[src/rtl/resel_ident_check.sv]
module resel_ident_check #(
    parameter int LUN_W = 3
) (
    input  logic [7:0] msg,
    input  logic [7:0] lun_ctx,
    output logic       ok
);
    localparam int RSV_LO = LUN_W;
    localparam int RSV_HI = 5;

    logic rsv_clear;
    logic lun_same;
    logic priv_same;

    always_comb begin
        rsv_clear = (msg[RSV_HI:RSV_LO] == '0);
        lun_same  = (msg[LUN_W-1:0] == lun_ctx[LUN_W-1:0]);
        priv_same = (msg[6] == lun_ctx[6]);
        ok        = msg[7] && rsv_clear && lun_same && priv_same;
    end

endmodule

[config.mk]
export PLATFORM = sky130hd
export DESIGN_NAME = resel_ident_check
export DESIGN_NICKNAME = d
export VERILOG_FILES = /design/src/rtl/resel_ident_check.sv
export SDC_FILE = /design/constraint.sdc
export NUM_CORES = 1
export LEC_CHECK = 0
export CELL_PAD_IN_SITES_DETAIL_PLACEMENT = 0
export CELL_PAD_IN_SITES_GLOBAL_PLACEMENT = 1
export CORE_AREA = 2 2 39 41
export DETAILED_ROUTE_END_ITERATION = 10
export DIE_AREA = 0 0 41 43
export PLACE_DENSITY_LB_ADDON = 0.1
export SYNTH_ARGS = -nofsm -noshare
export SYNTH_HDL_FRONTEND = slang
export SYNTH_SLANG_ARGS = --single-unit
[constraint.sdc]
create_clock -name vclk -period 0.89
set_input_delay 0.1335 -clock vclk [all_inputs]
set_output_delay 0.1335 -clock vclk [all_outputs]
set_load 0.01 [all_outputs]
==> metrics.txt <==
# TYPE chip_impl_metric gauge
chip_impl_metric{name="post_synth.cell_area_avg",unit="um2"} 9.47
chip_impl_metric{name="first_pass_iteration_count_of_the_detailed_router",unit=""} 1
chip_impl_info{name="min_delay_worst_endpoint",value="ok"} 1
chip_impl_metric{name="post-route-min-period",unit="ps"} 1030
chip_impl_metric{name="post_route_design_area",unit="um2"} 233
chip_impl_metric{name="timing.critical_path.arrival",unit="ps"} 900
chip_impl_metric{name="drt-vias-per-instance",unit=""} 2.83
chip_impl_metric{name="register_area",unit="um2"} 0
chip_impl_metric{name="fp.dieH",unit="um"} 43
chip_impl_metric{name="globalRouteOverflowTotal",unit=""} 0
chip_impl_metric{name="floorplan.die.width",unit="um"} 41
chip_impl_metric{name="design.core.area",unit="um2"} 1380
chip_impl_metric{name="share_clk_of_total_power",unit="%"} 0
chip_impl_metric{name="antenna_found_initial",unit=""} 0
chip_impl_metric{name="utilization",unit="%"} 16.8
chip_impl_metric{name="filler_cell_count",unit=""} 157
chip_impl_metric{name="min_period_over_period",unit="%"} 116
chip_impl_info{name="rsz_0062_raised_after_global_routing",value="yes"} 1
chip_impl_metric{name="vdd_ir_drop_max",unit="uV"} 111
chip_impl_metric{name="number_of_setup_buffers_added_after_cts",unit=""} 0
chip_impl_metric{name="route.final.wire_length",unit="um"} 244
chip_impl_metric{name="setup_total_negative_slack",unit="ps"} -143
chip_impl_metric{name="min_path_cells",unit=""} 5
chip_impl_metric{name="detail-route-antenna-nets",unit=""} 0
chip_impl_info{name="worstHoldStart",value="msg[5]"} 1
chip_impl_metric{name="power.net_switching",unit="W"} 0.0000341
chip_impl_metric{name="num_antenna_cells",unit=""} 0
chip_impl_metric{name="slew_viol_final",unit=""} 0
chip_impl_metric{name="post-synth-top-area-fraction",unit="%"} 39.6
chip_impl_metric{name="placed_cell_area",unit="um2"} 225
chip_impl_metric{name="gr-usage-all-layers",unit="%"} 2.81
chip_impl_info{name="outcome",value="finished, violations left"} 1
chip_impl_metric{name="rows",unit=""} 14
chip_impl_metric{name="yosys_warnings",unit=""} 0
chip_impl_metric{name="setup_violations",unit=""} 1
chip_impl_metric{name="gp_congestion",unit=""} 0.522
chip_impl_metric{name="hold_buffers",unit=""} 0
chip_impl_metric{name="design.final.nets",unit=""} 38
chip_impl_metric{name="syn-instance-count",unit=""} 7
chip_impl_metric{name="grt_first_pass_wirelength",unit="um"} 358
chip_impl_metric{name="syn-num-nets",unit=""} 23
chip_impl_metric{name="required",unit="ps"} 760
chip_impl_metric{name="route.vias.total",unit=""} 102
chip_impl_metric{name="pwr-share-seq",unit="%"} 0
chip_impl_info{name="synth.area.top_cells",value="sky130_fd_sc_hd__xor2_1 40%, sky130_fd_sc_hd__nor4b_2 23%, sky130_fd_sc_hd__nor4_2 19%"} 1
chip_impl_metric{name="buffer_ports.inserted",unit=""} 13
chip_impl_metric{name="drt-initial-drc-count",unit=""} 0
chip_impl_metric{name="final_critical_path_setup_slack",unit="ps"} -143
chip_impl_metric{name="num_io_pins",unit=""} 17
chip_impl_metric{name="p_int",unit="W"} 0.0000490
chip_impl_metric{name="sw_frac_of_total",unit="%"} 41.0
chip_impl_metric{name="worstPathMaxFanout",unit=""} 1
chip_impl_metric{name="power.density_cell_area",unit="nW/um2"} 357
chip_impl_metric{name="portion_of_the_post_synthesis_area_used_by_sequential_elements",unit="%"} 0
chip_impl_metric{name="nClkBuffers",unit=""} 0
chip_impl_metric{name="timing.max_slew.rel_slack",unit="%"} 86.6
chip_impl_metric{name="grt_start_max_net_pins",unit=""} 2
chip_impl_info{name="crit_type",value="input port to output port"} 1
chip_impl_metric{name="worstMarginPinSlew",unit="ps"} 200
chip_impl_info{name="violated_checks",value="setup timing"} 1
chip_impl_metric{name="synth_area",unit="um2"} 66.3
chip_impl_metric{name="via_count_of_the_first_global_routing_pass",unit=""} 109
chip_impl_info{name="synth.largest_area_cell",value="sky130_fd_sc_hd__xor2_1"} 1
chip_impl_metric{name="detailed_route_drc_error_count",unit=""} 0
chip_impl_info{name="critical_path.startpoint_type",value="input port"} 1
chip_impl_metric{name="flops_and_latches",unit=""} 0
chip_impl_metric{name="wl_per_cell",unit="um"} 6.78
chip_impl_metric{name="area_growth_syn_to_layout",unit="%"} 251
chip_impl_metric{name="multi_input_area",unit="um2"} 116
chip_impl_metric{name="p_comb_share",unit="%"} 100.0
chip_impl_metric{name="die_area",unit="um2"} 1760
chip_impl_metric{name="initial_utilization",unit="%"} 4.79
chip_impl_metric{name="hold_violations",unit=""} 0
chip_impl_info{name="synth.top_cells.by_count",value="3 x sky130_fd_sc_hd__xor2_1, 1 x sky130_fd_sc_hd__nand2_1, 1 x sky130_fd_sc_hd__nor4_2, 1 x sky130_fd_sc_hd__nor4b_2, 1 x sky130_fd_sc_hd__xnor2_1"} 1
chip_impl_metric{name="maxCapViolCount",unit=""} 0
chip_impl_metric{name="p_leak",unit="nW"} 0.0973
chip_impl_info{name="synth_most_common_cell",value="sky130_fd_sc_hd__xor2_1"} 1
chip_impl_info{name="worstSetupEndpointType",value="output port"} 1
chip_impl_metric{name="final_layout_size_suffix_gt1_share",unit="%"} 80.0
chip_impl_metric{name="yosys.cell_types.count",unit=""} 5
chip_impl_info{name="worst_hold_path_type",value="input port to output port"} 1
chip_impl_metric{name="totalPowerFinal",unit="W"} 0.0000831
chip_impl_metric{name="achievable-frequency",unit="MHz"} 968
## cells in the final DEF, fill, tap and decap left out
cell and instances:
sky130_fd_sc_hd__clkbuf_2 5, sky130_fd_sc_hd__xor2_2 3, sky130_fd_sc_hd__clkdlybuf4s15_1 3, sky130_fd_sc_hd__buf_6 2, sky130_fd_sc_hd__buf_2 2, sky130_fd_sc_hd__nor4b_4 1
sky130_fd_sc_hd__xnor2_2 1, sky130_fd_sc_hd__nand2_2 1, sky130_fd_sc_hd__nor4_4 1, sky130_fd_sc_hd__dlygate4sd2_1 1
## per-layer routing
layer  vias up  wire length [um]  GRT usage [%]
met3         0                62           1.05
li1         48                 -              -
met1        41                75           2.89
met4         0                 0              0
met2        13               106           5.31
met5         -                 0              0
## repair_timing
item                       4_1_cts  5_1_grt
gates cloned                     0        0
pin swaps                        6        6
setup endpoints to repair        1        1
gates resized for setup         36        9
## worst max-delay path: stages
cell and delay, ps:
sky130_fd_sc_hd__dlygate4sd2_1 250, sky130_fd_sc_hd__xor2_2 160, sky130_fd_sc_hd__nor4_4 190, sky130_fd_sc_hd__buf_2 170
## cells by family (layout without fill, tap and decap cells)
kind of cell | Yosys count | after routing | synth area share [%]
xor+xnor | 4 | 4 | 52.8
simple gates | 3 | 3 | 47.2
buf+inv | 0 | 13 | 0
## worst max-delay path by stage
stage                          start  to  slack, ps  cells after the start
after global routing          msg[5]  ok       -210                      5
after CTS                     msg[5]  ok       -210                      5
after floorplan               msg[4]  ok         90                      3
after detailed placement      msg[4]  ok       -900                      5
final                     lun_ctx[2]  ok       -140                      4
after global placement        msg[4]  ok       -910                      5
## final cells by class
cell class,count,share of cell area (%)
timing repair buffer,13,41.4
multi-input combinational,7,50.0
tap,16,8.60
## power groups by stage
stage | clock (W) | sequential (W) | combinational, W
global route | 0 | 0 | 0.0000900
detailed placement | 0 | 0 | 0.0000829
global placement | 0 | 0 | 0.0000829
CTS | 0 | 0 | 0.0000853
finish | 0 | 0 | 0.0000831
floorplan | 0 | 0 | 0.0000240
## metrics by stage
stage | hold WS [ps] | cells | worst slack (ps)
6_report | 610 | 36 | -143
3_3_place_gp | 1400 | 36 | -905
2_1_floorplan | 420 | 7 | 90.9
3_5_place_dp | 1410 | 36 | -903
5_1_grt | 642 | 36 | -214
4_1_cts | 639 | 36 | -215
No activity file was read; power rests on OpenSTA's default activity.
